## config.mk

```make
export PLATFORM = sky130hd
export DESIGN_NAME = wp_guard
export DESIGN_NICKNAME = d
export VERILOG_FILES = /design/src/rtl/wp_guard_pkg.sv /design/src/rtl/wp_cmd_decode.sv /design/src/rtl/wp_ack_policy.sv /design/src/rtl/wp_flag_store.sv /design/src/rtl/wp_cycle_ctrl.sv /design/src/rtl/wp_guard.sv
export SDC_FILE = /design/constraint.sdc
export NUM_CORES = 1
export LEC_CHECK = 0
export BUFFER_PORTS_ARGS = -buffer_cell sky130_fd_sc_hd__clkbuf_2
export CAP_MARGIN = 25
export CORE_MARGIN = 5
export CORE_UTILIZATION = 25
export DETAILED_ROUTE_END_ITERATION = 8
export PLACE_DENSITY_LB_ADDON = 0.1
export SLEW_MARGIN = 20
export SYNTH_ARGS = -nofsm -noshare
export SYNTH_HDL_FRONTEND = slang
export SYNTH_SLANG_ARGS = --single-unit
```

## constraint.sdc

```tcl
create_clock -name clk -period 6.6 [get_ports clk]
set_input_delay 0.99 -clock clk [delete_from_list [all_inputs] [get_ports clk]]
set_output_delay 0.99 -clock clk [all_outputs]
set_load 0.01 [all_outputs]
```

## src/rtl/wp_guard_pkg.sv

```systemverilog
package wp_guard_pkg;

    typedef enum logic [1:0] {
        BK_SLAVE = 2'd0,
        BK_WORD  = 2'd1,
        BK_DATA  = 2'd2
    } byte_kind_e;

    typedef enum logic [2:0] {
        CMD_NONE,
        CMD_MEM_WR,
        CMD_MEM_RD,
        CMD_SET,
        CMD_CLR,
        CMD_PERM
    } cmd_e;

    typedef enum logic [2:0] {
        ST_IDLE,
        ST_MEM,
        ST_PROT,
        ST_IGNORE,
        ST_BUSY
    } state_e;

    typedef struct packed {
        logic [3:0] dtype;
        logic [2:0] dsel;
        logic       rd;
    } slave_byte_t;

    localparam logic [3:0] MEM_TYPE  = 4'b1010;
    localparam logic [3:0] PROT_TYPE = 4'b0110;
    localparam logic [2:0] SEL_SET   = 3'b001;
    localparam logic [2:0] SEL_CLR   = 3'b011;

    function automatic cmd_e decode_slave(slave_byte_t sb, logic [2:0] strap, logic hv);
        cmd_e c;
        c = CMD_NONE;
        if (sb.dtype == MEM_TYPE && sb.dsel == strap) begin
            c = sb.rd ? CMD_MEM_RD : CMD_MEM_WR;
        end else if (sb.dtype == PROT_TYPE && !sb.rd) begin
            if (hv && sb.dsel == strap)   c = CMD_PERM;
            else if (sb.dsel == SEL_SET)  c = CMD_SET;
            else if (sb.dsel == SEL_CLR)  c = CMD_CLR;
        end
        return c;
    endfunction

    function automatic logic is_prot_cmd(cmd_e c);
        return (c == CMD_SET) || (c == CMD_CLR) || (c == CMD_PERM);
    endfunction

endpackage

```

## src/rtl/wp_cmd_decode.sv

```systemverilog
module wp_cmd_decode
    import wp_guard_pkg::*;
#(
    parameter int BYTE_W = 8
) (
    input  logic [BYTE_W-1:0] byte_val,
    input  logic [2:0]        strap,
    input  logic              a0_hv,
    output cmd_e              cmd
);
    slave_byte_t sb;

    always_comb begin
        sb  = slave_byte_t'(byte_val[7:0]);
        cmd = decode_slave(sb, strap, a0_hv);
    end
endmodule

```

## src/rtl/wp_ack_policy.sv

```systemverilog
module wp_ack_policy
    import wp_guard_pkg::*;
(
    input  state_e     state,
    input  byte_kind_e kind,
    input  cmd_e       cmd,
    input  logic       wp_pin,
    input  logic       lower_half,
    input  logic       soft_prot,
    input  logic       perm_prot,
    output logic       ack_ok
);
    logic lower_locked;

    always_comb begin
        lower_locked = lower_half && (soft_prot || perm_prot);
        ack_ok = 1'b0;
        unique case (kind)
            BK_SLAVE: begin
                if (state == ST_IDLE) begin
                    if (cmd == CMD_MEM_WR || cmd == CMD_MEM_RD)
                        ack_ok = 1'b1;
                    else if (is_prot_cmd(cmd))
                        ack_ok = !wp_pin && !perm_prot;
                end
            end
            BK_WORD: begin
                if (state == ST_MEM)       ack_ok = 1'b1;
                else if (state == ST_PROT) ack_ok = !wp_pin;
            end
            BK_DATA: begin
                if (state == ST_MEM)       ack_ok = !wp_pin && !lower_locked;
                else if (state == ST_PROT) ack_ok = !wp_pin;
            end
            default: ack_ok = 1'b0;
        endcase
    end
endmodule

```

## src/rtl/wp_flag_store.sv

```systemverilog
module wp_flag_store (
    input  logic clk,
    input  logic rst,
    input  logic apply_set,
    input  logic apply_clr,
    input  logic apply_perm,
    output logic soft_prot,
    output logic perm_prot
);
    always_ff @(posedge clk) begin
        if (rst) begin
            soft_prot <= 1'b0;
            perm_prot <= 1'b0;
        end else begin
            if (apply_set)      soft_prot <= 1'b1;
            else if (apply_clr) soft_prot <= 1'b0;
            if (apply_perm)     perm_prot <= 1'b1;
        end
    end

    // permanent protection never drops
    p_perm_sticky_r5: assert property (@(posedge clk) disable iff (rst)
        perm_prot |=> perm_prot);

    // soft flag moves only on a committed set or clear
    p_soft_only_on_apply_r4: assert property (@(posedge clk) disable iff (rst)
        (soft_prot != $past(soft_prot)) |-> ($past(apply_set) || $past(apply_clr)));
endmodule

```

## src/rtl/wp_cycle_ctrl.sv

```systemverilog
module wp_cycle_ctrl
    import wp_guard_pkg::*;
#(
    parameter int ADDR_W = 8
) (
    input  logic              clk,
    input  logic              rst,
    input  logic              start_evt,
    input  logic              stop_evt,
    input  logic              byte_evt,
    input  byte_kind_e        kind,
    input  logic [ADDR_W-1:0] word_addr,
    input  cmd_e              cmd,
    input  logic              ack_ok,
    input  logic              wp_pin,
    input  logic              d0_edge,
    input  logic              wcyc_done,
    output state_e            state,
    output logic              lower_half,
    output logic              commit_go,
    output logic              commit_mem,
    output logic              abort_pulse,
    output logic              data_undef,
    output logic              apply_set,
    output logic              apply_clr,
    output logic              apply_perm
);
    localparam int CNT_W = 2;

    cmd_e              cmd_q;
    logic [ADDR_W-1:0] addr_q;
    logic [CNT_W-1:0]  prot_cnt;
    logic              pending;
    logic              armed;
    logic              cancel;

    assign lower_half = !addr_q[ADDR_W-1];
    assign cancel     = armed && wp_pin;

    always_ff @(posedge clk) begin
        if (rst) begin
            state       <= ST_IDLE;
            cmd_q       <= CMD_NONE;
            addr_q      <= '0;
            prot_cnt    <= '0;
            pending     <= 1'b0;
            armed       <= 1'b0;
            commit_go   <= 1'b0;
            commit_mem  <= 1'b0;
            abort_pulse <= 1'b0;
            data_undef  <= 1'b0;
            apply_set   <= 1'b0;
            apply_clr   <= 1'b0;
            apply_perm  <= 1'b0;
        end else begin
            commit_go   <= 1'b0;
            abort_pulse <= 1'b0;
            apply_set   <= 1'b0;
            apply_clr   <= 1'b0;
            apply_perm  <= 1'b0;
            if (state == ST_BUSY) begin
                if (cancel) begin
                    abort_pulse <= 1'b1;
                    data_undef  <= 1'b1;
                    armed       <= 1'b0;
                    state       <= ST_IDLE;
                end else if (wcyc_done) begin
                    apply_set  <= (cmd_q == CMD_SET);
                    apply_clr  <= (cmd_q == CMD_CLR);
                    apply_perm <= (cmd_q == CMD_PERM);
                    armed      <= 1'b0;
                    state      <= ST_IDLE;
                end
            end else if (cancel) begin
                abort_pulse <= 1'b1;
                data_undef  <= 1'b1;
                armed       <= 1'b0;
                pending     <= 1'b0;
                state       <= ST_IGNORE;
            end else if (start_evt) begin
                state    <= ST_IDLE;
                pending  <= 1'b0;
                armed    <= 1'b0;
                prot_cnt <= '0;
            end else if (stop_evt) begin
                pending <= 1'b0;
                if (pending) begin
                    state      <= ST_BUSY;
                    commit_go  <= 1'b1;
                    commit_mem <= (cmd_q == CMD_MEM_WR);
                end else begin
                    state <= ST_IDLE;
                    armed <= 1'b0;
                end
            end else begin
                if (byte_evt) begin
                    if (!ack_ok) begin
                        state <= ST_IGNORE;
                    end else begin
                        unique case (kind)
                            BK_SLAVE: begin
                                cmd_q    <= cmd;
                                prot_cnt <= '0;
                                if (cmd == CMD_MEM_WR)   state <= ST_MEM;
                                else if (is_prot_cmd(cmd)) state <= ST_PROT;
                                else                     state <= ST_IGNORE;
                            end
                            BK_WORD: begin
                                addr_q <= word_addr;
                                if (state == ST_PROT) prot_cnt <= prot_cnt + 1'b1;
                            end
                            BK_DATA: begin
                                if (state == ST_MEM) pending <= 1'b1;
                                else if (prot_cnt != '0) pending <= 1'b1;
                            end
                            default: state <= ST_IGNORE;
                        endcase
                    end
                end
                if (d0_edge && (state == ST_MEM || state == ST_PROT))
                    armed <= 1'b1;
            end
        end
    end

    // protect pin inside the cancellation window aborts next cycle
    p_cancel_aborts_r10: assert property (@(posedge clk) disable iff (rst)
        cancel |=> (abort_pulse && data_undef && state != ST_BUSY));

    // a commit only follows a STOP
    p_commit_needs_stop_r12: assert property (@(posedge clk) disable iff (rst)
        commit_go |-> $past(stop_evt));

    // undefined-data flag is sticky
    p_undef_sticky_r10: assert property (@(posedge clk) disable iff (rst)
        data_undef |=> data_undef);
endmodule

```

## src/rtl/wp_guard.sv

```systemverilog
module wp_guard
    import wp_guard_pkg::*;
#(
    parameter int ADDR_W = 8,
    parameter int BYTE_W = 8
) (
    input  logic              clk,
    input  logic              rst,
    input  logic              start_evt,
    input  logic              stop_evt,
    input  logic              byte_evt,
    input  logic [1:0]        byte_kind,
    input  logic [BYTE_W-1:0] byte_val,
    input  logic [2:0]        strap,
    input  logic              a0_hv,
    input  logic              wp_pin,
    input  logic              d0_edge,
    input  logic              wcyc_done,
    output logic              ack_vld,
    output logic              ack,
    output logic              commit_go,
    output logic              commit_mem,
    output logic              busy,
    output logic              abort_pulse,
    output logic              data_undef,
    output logic              soft_prot,
    output logic              perm_prot
);
    byte_kind_e kind;
    cmd_e       cmd;
    state_e     state;
    logic       ack_ok;
    logic       lower_half;
    logic       apply_set, apply_clr, apply_perm;

    assign kind = byte_kind_e'(byte_kind);
    assign busy = (state == ST_BUSY);

    wp_cmd_decode #(.BYTE_W(BYTE_W)) u_dec (
        .byte_val (byte_val),
        .strap    (strap),
        .a0_hv    (a0_hv),
        .cmd      (cmd)
    );

    wp_ack_policy u_pol (
        .state      (state),
        .kind       (kind),
        .cmd        (cmd),
        .wp_pin     (wp_pin),
        .lower_half (lower_half),
        .soft_prot  (soft_prot),
        .perm_prot  (perm_prot),
        .ack_ok     (ack_ok)
    );

    wp_cycle_ctrl #(.ADDR_W(ADDR_W)) u_ctl (
        .clk         (clk),
        .rst         (rst),
        .start_evt   (start_evt),
        .stop_evt    (stop_evt),
        .byte_evt    (byte_evt),
        .kind        (kind),
        .word_addr   (byte_val[ADDR_W-1:0]),
        .cmd         (cmd),
        .ack_ok      (ack_ok),
        .wp_pin      (wp_pin),
        .d0_edge     (d0_edge),
        .wcyc_done   (wcyc_done),
        .state       (state),
        .lower_half  (lower_half),
        .commit_go   (commit_go),
        .commit_mem  (commit_mem),
        .abort_pulse (abort_pulse),
        .data_undef  (data_undef),
        .apply_set   (apply_set),
        .apply_clr   (apply_clr),
        .apply_perm  (apply_perm)
    );

    wp_flag_store u_flags (
        .clk        (clk),
        .rst        (rst),
        .apply_set  (apply_set),
        .apply_clr  (apply_clr),
        .apply_perm (apply_perm),
        .soft_prot  (soft_prot),
        .perm_prot  (perm_prot)
    );

    always_ff @(posedge clk) begin
        if (rst) begin
            ack_vld <= 1'b0;
            ack     <= 1'b0;
        end else begin
            ack_vld <= byte_evt;
            ack     <= byte_evt && ack_ok;
        end
    end

    // no acknowledge while a write cycle runs
    p_no_ack_busy_r9: assert property (@(posedge clk) disable iff (rst)
        (byte_evt && busy) |=> (ack_vld && !ack));

    // data bytes are refused while the protect pin is high
    p_wp_blocks_data_r7: assert property (@(posedge clk) disable iff (rst)
        (byte_evt && kind == BK_DATA && wp_pin) |=> !ack);

    // with permanent protection, protect commands are refused
    p_perm_refuses_cmd_r5: assert property (@(posedge clk) disable iff (rst)
        (byte_evt && kind == BK_SLAVE && perm_prot && byte_val[7:4] == PROT_TYPE) |=> !ack);
endmodule

```

==> summary.md <==
| Metric | Value |
|---|---|
| Clk_lat worst skew | 0.27 ns |
| Biggest registers after layout | u_ctl.cmd_q: 3 flops, u_ctl.state: 3 flops, u_ctl.prot_cnt: 2 flops |
| Largest net degree at the start of global routing | 23 |
| IO Port Bufs | 30 |
| Setup CP Type | input pin to register |
| Total power draw | 0.2979 mW |
| Placed cell count | 242 |
| Final Hold Viols | 0 |
| Worst-path fanout max | 7 |
| Cts hold-fix bufs | 0 |
| Synth warnings | 0 |
| Pre-CTS setup slack | 3.184 ns |
| Top cell type by total area after synthesis | dfxtp_1 |
| CP Capture Type | register |
| Congestion Overflow GR | 0 |
| Root Driver | clkbuf_8 |
| # resized after CTS | 0 |
| Synth area leaders | dfxtp_1 (35%), nor2_1 (6.6%), mux2i_1 (6.4%), ha_1 (5.0%), nand4b_1 (3.5%) |
| GRT Total Usage | 10.77% |
| Register area share after synthesis | 35.38% |
| Vias | 1190 |
| CP arrival | 3.29 ns |
| Layout area overhead | 23.22% |
| Die ar. | 6491 um2 |
| Clock sinks | 22 |
| Vias per cell | 4.837 |
| Static Leak | 0.6098 nW |
| P per Cell Area | 194.2 nW/um2 |
| DR pass1 iterations | 4 |
| IO Count | 31 |
| HP Class | register to register |
| CP max-delay cell | or4_4 |
| CTS tree | built |
| First-pass GRT wire length | 5478 um |
| Final worst-path cycle share | 47.46% |
| Highest clock rate | 319.3 MHz |
| Slew of the pin with the lowest slew margin | 0.5694 ns |
| Buffer and inverter count on the worst path | 2 |
| Die Wd | 80.57 um |
| H-tree depth | 1 |
| Main synth FF type | dfxtp_1 |
| Crit path time final | 3.132 ns |
| Top Family by Delay on Critical Path | simple AND/OR/NAND/NOR gates |
| Final hold slack | 0.4472 ns |
| Final wirelength | 3389 um |
| Final setup fails | 0 |
| Placed inst area | 1463 um2 |
| Initial Utilization | 26.01% |
| Skew final | 0.001693 ns |
| Mapped cell area | 1245 um2 |
| Final Max Tran Viols | 0 |
| DRC Markers | 0 |
| Clock buffer depth | 2 |
| Initial drt markers | 46 |
| Post-synth EDFFs | 0 |
| Number of antenna violations at the first check in global routing | 0 |
| Finished Cell Area | 1534 um2 |
| Layout cells sized above 1 | 22.35% |
| Layout Utilization | 32.05% |
| Final #Nets | 207 |
| Non-Filler Instances | 246 |
| Row cnt | 25 |
| Peak supply drop | 0.00007706 V |
| # fillers | 515 |
| Post-CTS Setup Inserts | 0 |
| Asr flop ratio synth | 0% |
| Worst Path Required | 6.76 ns |
| Die Y-Extent | 80.57 um |
| Vias in the first global route | 1173 |
| Netlist cell types | 38 |
| Core ar. | 4786 um2 |
| Avg Inst Size Synth | 8.412 um2 |
| Crit start category | input pin |
| Setup TNS | 0 ns |
| Remaining antenna violation count | 0 |
| Placer's final routability congestion estimate | 0.8265 |
| Drt wl/cell | 13.78 um |
| Outcome | completed |
| Post-synth top area share | 35.38% |
| Hpwl dp | 2633 um |
| Max-slew headroom | 61.64% |
| TritonCTS Buffers | 3 |
| N_diodes | 0 |
| RSZ-0062 raised after global routing | no |
| Syn nets | 175 |
| Setup WS post-layout | 3.468 ns |
| Reg clk slew, reported paths | 0.09 ns |
| Critical-path cell list | clkbuf_2, inv_1, ha_1, or4b_4, or3_1, o32ai_2, nor2_2, or4_4, mux2i_1 |
| Synthesized instance count | 148 |
| Yosys reg bits | 22 |
| Critical Path Max Stage Delay | 0.56 ns |
| MaxCap Viol Count | 0 |
worst reg2reg max path: stages, from the launching register on:
cell and delay, ns:
dfxtp_1 0.40, or4b_4 0.58, or3_1 0.33, o32ai_2 0.25, nor2_2 0.12, or4_4 0.56
mux2i_1 0.14
area by class of cell:
cell class	count	area [um2]	area share [%]
clock inverters	1	30.03	1.958
inverters	8	30.03	1.958
multi-input cells	114	750.7	48.94
well taps	67	83.83	5.465
clock buffers	3	41.29	2.692
repair buffers	31	157.7	10.28
flip-flops and latches	22	440.4	28.71
layer usage:
layer	track usage, %	wire (um)
met3	2.915	127
met2	17.55	1618
met4	2.703	26
met1	14.01	1616
met5	0	0
synthesized netlist by cell type (2+ instances only):
| master | count |
|---|---|
| a41oi_1 | 2 |
| nand4b_1 | 5 |
| nand3b_1 | 3 |
| nor2b_1 | 3 |
| inv_1 | 8 |
| xnor2_1 | 3 |
| nor4b_1 | 2 |
| nand4_1 | 2 |
| clkbuf_1 | 2 |
| o21ai_0 | 6 |
| a221oi_1 | 2 |
| nand3_1 | 3 |
| nor3b_1 | 2 |
| mux2i_1 | 8 |
| o21a_1 | 3 |
| a21oi_1 | 8 |
| nand2_1 | 11 |
| ha_1 | 5 |
| nor2_1 | 22 |
| dfxtp_1 | 22 |
| nor3_1 | 3 |
| nor4_1 | 3 |
| nand2b_1 | 5 |
path summary, 6_finish.rpt:
path,slack (ns),to,from,cells after the start
min reg2reg,0.45,u_flags.perm_prot,u_ctl.apply_perm,2
min,0.45,u_flags.perm_prot,u_ctl.apply_perm,2
max,3.47,u_ctl.prot_cnt[1],byte_kind[0],9
max reg2reg,4.11,u_ctl.prot_cnt[1],u_ctl.state[0],6
cell families (layout without fill, tap and decap cells):
kind of cell / count (synthesis) / in the layout / share of synthesized area (%)
AOI/OAI and AO/OA: 27 / 27 / 14.57
xor gates and xnor gates: 4 / 4 / 2.815
adders and majority gates: 5 / 5 / 5.025
buffers and inverters: 12 / 43 / 4.321
DFF: 22 / 22 / 35.38
muxes: 8 / 8 / 6.432
and+or+nand+nor: 70 / 70 / 31.46
power by group:
part	internal [mW]	switching (mW)	leakage [nW]
logic	0.0143	0.0185	0.396
registers	0.134	0.00184	0.178
clock network	0.0811	0.0484	0.0357
layout by cell type, fill, tap and decap left out, drive strengths merged, types with 2 or more instances in the layout:
cell,instances
nand4,2
inv,8
xnor2,3
or4b,2
dfxtp,22
nor4b,2
nand3,3
ha,5
nand2,11
nor3b,2
o21a,3
clkbuf,33
nor3,3
nor2b,3
nand2b,5
nand4b,5
nor4,3
nor2,23
nand3b,3
o21ai,6
a21oi,8
mux2i,8
a221oi,2
a41oi,2
Note: power is estimated with default switching activity, not from simulation.
